===== src/rtl/sertx_pkg.sv =====
package sertx_pkg;

    localparam int DATA_W  = 8;
    localparam int FRAME_W = DATA_W + 4;
    localparam int IDX_W   = $clog2(FRAME_W);
    localparam int TICK_W  = 5;

    typedef enum logic [1:0] {
        OSR_16  = 2'd0,
        OSR_8   = 2'd1,
        OSR_4   = 2'd2,
        OSR_ALT = 2'd3
    } osr_e;

    typedef struct packed {
        logic [1:0] wlen;
        logic       par_en;
        logic       par_odd;
        logic       stop2;
        osr_e       osr;
    } line_cfg_t;

    typedef struct packed {
        logic [FRAME_W-1:0] bits;
        logic [IDX_W-1:0]   last;
        logic               half;
        logic [TICK_W-1:0]  tpb;
    } frame_t;

    function automatic logic [TICK_W-1:0] ticks_per_bit(osr_e o);
        case (o)
            OSR_8:   return TICK_W'(8);
            OSR_4:   return TICK_W'(4);
            default: return TICK_W'(16);
        endcase
    endfunction

    function automatic frame_t build_frame(logic [DATA_W-1:0] d, line_cfg_t c);
        frame_t f;
        int     nd;
        int     pos;
        logic   p;
        nd     = 5 + int'(c.wlen);
        f.bits = '1;
        f.bits[0] = 1'b0;
        p = c.par_odd;
        for (int i = 0; i < DATA_W; i++) begin
            if (i < nd) begin
                f.bits[1+i] = d[i];
                p = p ^ d[i];
            end
        end
        pos = 1 + nd;
        if (c.par_en) begin
            f.bits[pos] = p;
            pos = pos + 1;
        end
        if (c.stop2) pos = pos + 1;
        f.last = IDX_W'(pos);
        f.half = c.stop2 && (c.wlen == 2'd0);
        f.tpb  = ticks_per_bit(c.osr);
        return f;
    endfunction

endpackage


===== src/rtl/sertx_fifo.sv =====
module sertx_fifo
    import sertx_pkg::*;
#(
    parameter int DEPTH = 64
) (
    input  logic              clk,
    input  logic              rst,
    input  logic              fifo_en,
    input  logic              clr,
    input  logic              push,
    input  logic [DATA_W-1:0] push_data,
    input  logic              pop,
    output logic [DATA_W-1:0] head,
    output logic              empty
);
    localparam int AW = (DEPTH > 1) ? $clog2(DEPTH) : 1;
    localparam int CW = $clog2(DEPTH + 1);

    logic [DATA_W-1:0] mem [DEPTH];
    logic [AW-1:0]     wptr, rptr;
    logic [CW-1:0]     count;
    logic              full, do_push, do_pop;

    function automatic logic [AW-1:0] nxt(logic [AW-1:0] p);
        return (p == AW'(DEPTH - 1)) ? '0 : p + 1'b1;
    endfunction

    assign full    = fifo_en ? (count >= CW'(DEPTH)) : (count != '0);
    assign empty   = (count == '0);
    assign do_push = push && !full && !clr;
    assign do_pop  = pop && !empty && !clr;
    assign head    = mem[rptr];

    always_ff @(posedge clk) begin
        if (do_push) mem[wptr] <= push_data;
    end

    always_ff @(posedge clk) begin
        if (rst || clr) begin
            wptr  <= '0;
            rptr  <= '0;
            count <= '0;
        end else begin
            if (do_push) wptr <= nxt(wptr);
            if (do_pop)  rptr <= nxt(rptr);
            count <= count + CW'(do_push) - CW'(do_pop);
        end
    end

    a_r2_no_overflow: assert property (@(posedge clk) disable iff (rst)
        count <= CW'(DEPTH));

    a_r2_full_ignored: assert property (@(posedge clk) disable iff (rst)
        (full && push && !pop && !clr) |=> $stable(count));

    a_r11_clear_empties: assert property (@(posedge clk) disable iff (rst)
        clr |=> empty);
endmodule


===== src/rtl/sertx_shifter.sv =====
module sertx_shifter
    import sertx_pkg::*;
(
    input  logic              clk,
    input  logic              rst,
    input  logic              tick,
    input  logic              avail,
    input  logic [DATA_W-1:0] din,
    input  line_cfg_t         cfg,
    output logic              pop,
    output logic              busy,
    output logic              txd
);
    frame_t            fr;
    logic [IDX_W-1:0]  idx;
    logic [TICK_W-1:0] cnt;
    logic [TICK_W-1:0] cur_len;
    logic              bit_done, frame_end;

    assign cur_len   = (idx == fr.last && fr.half) ? (fr.tpb >> 1) : fr.tpb;
    assign bit_done  = busy && tick && (cnt == cur_len - 1'b1);
    assign frame_end = bit_done && (idx == fr.last);
    assign pop       = (!busy || frame_end) && avail;
    assign txd       = busy ? fr.bits[idx] : 1'b1;

    always_ff @(posedge clk) begin
        if (rst) begin
            busy <= 1'b0;
            fr   <= '0;
            idx  <= '0;
            cnt  <= '0;
        end else if (pop) begin
            busy <= 1'b1;
            fr   <= build_frame(din, cfg);
            idx  <= '0;
            cnt  <= '0;
        end else if (frame_end) begin
            busy <= 1'b0;
            cnt  <= '0;
        end else if (busy && tick) begin
            if (bit_done) begin
                cnt <= '0;
                idx <= idx + 1'b1;
            end else begin
                cnt <= cnt + 1'b1;
            end
        end
    end

    a_r4_start_after_load: assert property (@(posedge clk) disable iff (rst)
        pop |=> (busy && !txd));

    a_r4_last_bit_high: assert property (@(posedge clk) disable iff (rst)
        (busy && idx == fr.last) |-> txd);

    a_r8_count_in_range: assert property (@(posedge clk) disable iff (rst)
        busy |-> (cnt < fr.tpb));
endmodule


===== src/rtl/sertx_top.sv =====
module sertx_top
    import sertx_pkg::*;
#(
    parameter int DEPTH = 64
) (
    input  logic        clk,
    input  logic        rst,
    input  logic        tick,
    input  logic        wr_en,
    input  logic [7:0]  wr_data,
    input  logic        fifo_en,
    input  logic        fifo_clr,
    input  logic [1:0]  wlen,
    input  logic        par_en,
    input  logic        par_odd,
    input  logic        stop2,
    input  logic [1:0]  osr,
    output logic        txd,
    output logic        hold_empty,
    output logic        tx_empty
);
    line_cfg_t         cfg;
    logic [DATA_W-1:0] head;
    logic              empty, pop, busy;

    assign cfg = '{wlen: wlen, par_en: par_en, par_odd: par_odd,
                   stop2: stop2, osr: osr_e'(osr)};

    sertx_fifo #(.DEPTH(DEPTH)) u_fifo (
        .clk(clk), .rst(rst), .fifo_en(fifo_en), .clr(fifo_clr),
        .push(wr_en), .push_data(wr_data), .pop(pop),
        .head(head), .empty(empty)
    );

    sertx_shifter u_shift (
        .clk(clk), .rst(rst), .tick(tick), .avail(!empty && !fifo_clr),
        .din(head), .cfg(cfg), .pop(pop), .busy(busy), .txd(txd)
    );

    assign hold_empty = empty;
    assign tx_empty   = empty && !busy;

    a_r10_idle_line_high: assert property (@(posedge clk) disable iff (rst)
        tx_empty |-> txd);
endmodule


===== config.mk =====
export PLATFORM = sky130hd
export DESIGN_NAME = sertx_top
export DESIGN_NICKNAME = d
export VERILOG_FILES = /design/src/rtl/sertx_pkg.sv /design/src/rtl/sertx_fifo.sv /design/src/rtl/sertx_shifter.sv /design/src/rtl/sertx_top.sv
export SDC_FILE = /design/constraint.sdc
export NUM_CORES = 1
export LEC_CHECK = 0
export BUFFER_PORTS_ARGS = -buffer_cell sky130_fd_sc_hd__buf_2
export CORE_ASPECT_RATIO = 1.5
export CORE_MARGIN = 1.5
export CORE_UTILIZATION = 55
export CTS_BUF_LIST = sky130_fd_sc_hd__clkbuf_2 sky130_fd_sc_hd__clkbuf_4 sky130_fd_sc_hd__clkbuf_8
export DETAILED_ROUTE_END_ITERATION = 8
export PLACE_DENSITY_LB_ADDON = 0.2
export REMOVE_ABC_BUFFERS = 1
export SLEW_MARGIN = 20
export SYNTH_ARGS = -nofsm -noshare
export SYNTH_HDL_FRONTEND = slang
export SYNTH_SLANG_ARGS = --single-unit
export TNS_END_PERCENT = 30

===== constraint.sdc =====
create_clock -name clk -period 7.55 [get_ports clk]
set_clock_uncertainty 0.05 [all_clocks]
set_input_delay 0.755 -clock clk [delete_from_list [all_inputs] [get_ports clk]]
set_output_delay 0.755 -clock clk [all_outputs]
set_load 0.01 [all_outputs]

# Word level (Yosys, flattened, before mapping)
# Memory sizes are Yosys's and may differ from the RTL's. A register that Yosys moved wholly into a read port is not among the register bits.
# Cells that the tools add are included.
[totals]
n_memories = 1
regBits = 51
ram_bits = 512
[memory_table]
columns = ["memory", "words", "word_bits", "rd", "rd_ports_with_merged_regs", "wr", "line", "source"]
rows = [
  ["u_fifo.mem", 64, 8, 1, 1, 1, "sertx_fifo.sv:19", "logic [DATA_W-1:0] mem [DEPTH];"],
]
[classes]
order_cmp = 12
bitwise = 9
n_mux = 71
reduce_logical = 26
n_addsub = 11
eq_ne = 6
[ops]
columns = ["cell", "n"]
rows = [
  ["less-than comparator 4 x 32 -> 1 bit, first input constant", 4],
  ["less-than comparator 3 x 32 -> 1 bit, first input constant", 2],
  ["2-to-1 mux 1 bit", 56],
  ["less-than comparator 1 x 32 -> 1 bit, first input constant", 1],
  ["less-than comparator 2 x 32 -> 1 bit, first input constant", 1],
  ["2-to-1 mux 6 bit", 4],
  ["2-to-1 mux 4 bit", 4],
  ["logical AND 1 bit", 13],
  ["adder 6 x 1 -> 6 bit, second input constant", 2],
  ["bitwise mux 12 bit", 1],
  ["equality test 6 bit, second input constant", 2],
  ["2-to-1 mux 12 bit", 1],
  ["2-to-1 mux 5 bit", 2],
  ["case mux 5 bit (2 select lines)", 1],
  ["adder 4 x 2 -> 4 bit, second input constant", 2],
  ["bitwise XOR 1 bit", 8],
  ["adder 7 x 1 -> 7 bit", 1],
  ["greater-or-equal comparator 7 bit, second input constant", 1],
  ["logical NOT 7 bit", 1],
  ["nonzero test 7 bit", 1],
  ["subtractor 7 x 1 -> 7 bit", 1],
  ["adder 1 x 4 -> 5 bit, first input constant", 1],
  ["adder 5 x 1 -> 5 bit, second input constant", 1],
  ["equality test 5 bit", 1],
  ["19 further kinds", 23],
]

# Depth between registers and ports, before layout
[logic_depth]
depth_word = 41
ltp_mapped = 24

# Modules after synthesis
# From an unflattened synthesis, not the netlist that was laid out.
[unflattened]
hier_cells = 1278
area_unflattened_um2 = 23214.8
[by_module_without_submodules]
columns = ["mod", "instances", "area_each_um2", "cells_per_inst"]
rows = [
  ["sertx_fifo", 1, 21172.8, 1048],
  ["sertx_shifter", 1, 2024.4, 228],
  ["sertx_top", 1, 17.5, 2],
]

# Worst setup path before layout
# OpenSTA, ideal clock, no wires.
[synth_timing]
path_type = "register to register"
start = "reg u_shift.idx[0]"
end = "reg u_fifo.count[6]"
setup_slack_ns = 3.069
t_required_ns = 7.368
setup_time_ns = 0.132
stages_incl_launch_ff = 25
arrival_time_ns = 4.299
period_less_slack_ns = 4.481
n_path_buf = 2
cell_sequence = "dfxtp_1 > clkbuf_1 > xnor2_1 > and4_1 > nand2_1 > mux2i_1 > ha_1 > xor2_1 > xnor2_1 > o41ai_1 > nand2_1 > clkinv_1 > buf_1 > ha_1 > inv_1 > ha_1 > inv_1 > fa_1 > inv_1 > a21oi_1 > o21bai_1 > a21oi_1 > nor2_1 > or3_1 > a21oi_1"
[synth_via]
elab_chain_len = 12
[synth_lines]
columns = ["element", "line", "source"]
rows = [
  ["from (decl)", "sertx_shifter.sv:15", "logic [IDX_W-1:0] idx;"],
  ["from (signal assigned)", "sertx_shifter.sv:43", "idx <= idx + 1'b1;"],
  ["equality test 4 bit *", "sertx_shifter.sv:20, sertx_shifter.sv:22", ""],
  ["logical AND 1 bit", "sertx_shifter.sv:20", "assign cur_len = (idx == fr.last && fr.half) ? (fr.tpb >> 1) : fr.tpb;"],
  ["2-to-1 mux 5 bit", "sertx_shifter.sv:20", ""],
  ["subtractor 5 x 1 -> 5 bit", "sertx_shifter.sv:21", "assign bit_done = busy && tick && (cnt == cur_len - 1'b1);"],
  ["equality test 5 bit", "sertx_shifter.sv:21", ""],
  ["logical AND 1 bit", "sertx_shifter.sv:21", ""],
  ["logical AND 1 bit *", "sertx_shifter.sv:22", "assign frame_end = bit_done && (idx == fr.last);"],
  ["logical OR 1 bit *", "sertx_shifter.sv:23", "assign pop = (!busy || frame_end) && avail;"],
  ["logical AND 1 bit *", "sertx_shifter.sv:23", ""],
  ["logical AND 1 bit * (2 in series)", "sertx_fifo.sv:31", "assign do_pop = pop && !empty && !clr;"],
  ["subtractor 7 x 1 -> 7 bit *", "sertx_fifo.sv:46", "count <= count + CW'(do_push) - CW'(do_pop);"],
  ["to (signal assigned)", "sertx_fifo.sv:46", ""],
  ["to (decl)", "sertx_fifo.sv:21", "logic [CW-1:0] count;"],
]
# Mark *: on every way between the ends. The rest lies on a longest branch, timed or not.
# A chain may end at the register's enable or synchronous reset.

# Worst setup path in the final report
# Same ends and word-level chain as after synthesis.

==> reports/metrics.yaml <==
status: "completed"
hold_ws_ns: 0.3904
final_cell_area_sq_mm: 0.02521
arrival_ns: 5.67
port_buffers: 23
dieWidth_um: 170.2
gp_congestion: 0.8652
cts_made_buffers: 80
instances_no_fill: 1964
yosys_register_bits: 567
grt_start_max_net_pins: 65
maxSlewViolCount: 0
fin_crit_sh: 0.6906
power_density_mw_per_mm2: 267.7
initial_core_util: 0.5594
grt_pass1_vias: 12280
final_cell_mix: "512 x edfxtp_1, 130 x mux4_2, 120 x nor2_1"
overflow: 0
yosysTopAreaCell: "edfxtp_1"
finalSetupViolCount: 0
synthToLayoutAreaGrowth_pct: 9.323
postCtsSetupBuffers: 0
yosys_warnings: 0
grt_usage: 0.2520
route.detailed.drc: 0
drv_cap: 0
tns_ns: 0
firstDrtPassIters: 5
netlist_instances: 1287
layout.nets: 1390
path_buf_inv: 6
relSlewSlack: 0.2854
clock_path_buffers: 3
io_pins: 24
rows: 91
viasPerCell: 6.176
drt_iter0_markers: 1145
dp.cells: 1818
synth_top_area_share: 0.6668
place_area_sq_mm: 0.02368
cts.sinks: 567
clockRootBuffer: "clkbuf_8"
rsz0062_at_grt: "false"
chipHeight_um: 253.8
tightestPinTransition_ns: 1.068
synth_enable_flop_cells: 512
filler_cell_count: 3049
syn_area_sq_mm: 0.02306
core-area_sq_mm: 0.04122
ys.flop_type: "edfxtp_1"
cp.depth: 24
ant_nets: 0
htree_levels: 3
finalHoldViolCount: 0
dpl.hpwl_um: 32760
ys_seq_area_frac: 0.7146
critPathTopFamily: "simple AND/OR/NAND/NOR gates"
end_kind: "register"
cts_tree: "done"
synthArstFlopShare: 0
hold_depth: 2
crit_slowest_cell: "dfxtp_1"
clk_latency_ns: 0.64
crit_chain: "xnor2_1, and4_1, nand2_1, mux2i_1, ha_1, xor2_1, xnor2_1, o41ai_2, buf_4, nand2_1, clkinv_1, buf_4, ha_1, inv_1, ha_1, inv_1, fa_1, inv_1, a21oi_1, o21bai_1, a21oi_1, nor2_1, or3_1, a21oi_1"
antenna_found_initial: 1
synth.distinct_cells: 64
layout_commonest_cell: "edfxtp_1"
clkTransAtPathRegs_ns: 0.07
r2r_cells: 24
total_power_w: 0.006747
dieArea_sq_mm: 0.04318
worstPathMaxFanout: 27
postSynthAreaPerCell_sq_um: 17.91
path_class: "register to register"
leakage_nw: 7.912
vias: 12129
wl_per_cell_um: 26.63
hp-class: "input port to register"
drive_gt1_frac: 0.2249
finalWorstPathRequiredPeriod_ns: 5.214
vdd_drop_max_uv: 104.5
critPathRequiredTime_ns: 8.01
post_cts_resize_count: 0
grt_pass1_wl_um: 77720
crit_path_start_kind: "register"
fmax_ghz: 0.1918
wl_um: 52300
slowest_delay_ns: 0.54
yosys-top-cells-area: "edfxtp_1 67%, mux4_2 13%, dfxtp_1 4.8%, nor2_1 2.0%, mux2i_1 1.6%"
postCtsHoldBufs: 0
metrics by stage:
stage,util,setup slack (ns)
5_1_grt,0.6115,1.819
3_3_place_gp,0.5745,2.476
6_report,0.6115,2.336
4_1_cts,0.6112,2.297
3_5_place_dp,0.5745,2.298
2_1_floorplan,-,0.7594
cell families (layout without fill, tap and decap cells):
family,count (synthesis),count (layout),synth area share
flip-flops,567,567,0.7146
AND/OR/NAND/NOR,279,279,0.05698
multiplexers,170,170,0.1446
AO/OA/AOI/OAI,115,115,0.03500
buffers and inverters,94,212,0.01899
XOR/XNOR,35,35,0.01487
adder cells (fa/ha/maj),27,27,0.01498
other,0,1,0
worst paths after layout:
path,start,end,slack [ns]
hold reg to reg,u_shift.fr[10]$_SDFFE_PP0P_,u_shift.fr[10]$_SDFFE_PP0P_,0.40
setup reg to reg,u_shift.idx[0]$_SDFFE_PP0P_,u_fifo.count[6]$_SDFF_PP0_,2.34
setup / recovery,u_shift.idx[0]$_SDFFE_PP0P_,u_fifo.count[6]$_SDFF_PP0_,2.34
hold / removal,par_en,u_shift.fr[19]$_SDFFE_PP0P_,0.39
synth_stat cells, types with 9 or more instances:
cell / count
edfxtp_1: 512
mux4_2: 130
nor2_1: 120
dfxtp_1: 55
nand2_1: 55
mux2i_1: 36
a21oi_1: 29
ha_1: 26
clkbuf_1: 25
inv_1: 23
buf_2: 20
nor3_1: 20
nand3_1: 19
xor2_1: 17
xnor2_1: 15
a31oi_1: 14
a22oi_1: 10
buf_1: 10
nand4_1: 10
a211oi_1: 9
buf_4: 9
nand3b_1: 9
nor2b_1: 9
registers in the layout (all words and copies together), names as in the netlist, named ones only:
signal / flops
u_fifo.mem: 512
u_shift.fr: 20
u_fifo.count: 7
u_fifo.rptr: 6
u_fifo.wptr: 6
u_shift.cnt: 5
u_shift.idx: 4
u_shift.busy: 1
worst register-to-register path, stage by stage (launching register included):
cell and delay, ns:
dfxtp_1 0.54, xnor2_1 0.19, and4_1 0.30, nand2_1 0.14
mux2i_1 0.20, ha_1 0.20, xor2_1 0.18, xnor2_1 0.13
o41ai_2 0.39, buf_4 0.24, nand2_1 0.44, clkinv_1 0.15
buf_4 0.30, ha_1 0.30, inv_1 0.05, ha_1 0.15
inv_1 0.06, fa_1 0.39, inv_1 0.08, a21oi_1 0.06
o21bai_1 0.20, a21oi_1 0.10, nor2_1 0.11, or3_1 0.12
a21oi_1 0.06
report_power, final:
group	total [W]	internal [W]	leakage (nW)	switching, W
Sequential	0.00354	0.00348	5.05	0.0000634
Clock	0.00228	0.00117	0.818	0.00111
Combinational	0.000925	0.000409	2.04	0.000516
per-layer routing:
metal | wire [um] | GRT usage | vias up
met3 | 3292 | 0.04392 | 123
met2 | 26670 | 0.4309 | 489
met4 | 2070 | 0.1102 | 0
li1 | - | - | 5254
met1 | 20260 | 0.3172 | 6263
met5 | 0 | 0 | -
layout make-up:
class / count / area [sq um] / share of cell area
Antenna cell: 1 / 2.502 / 0.00009928
Clock buffer: 111 / 1359 / 0.05391
Clock inverter: 34 / 153.9 / 0.006106
Inverter: 27 / 101.3 / 0.004021
Multi-Input combinational cell: 626 / 6150 / 0.2440
Sequential cell: 567 / 16490 / 0.6542
Tap cell: 558 / 698.2 / 0.02770
Timing Repair Buffer: 40 / 252.7 / 0.01003
Power figures use the tool's default switching activity.
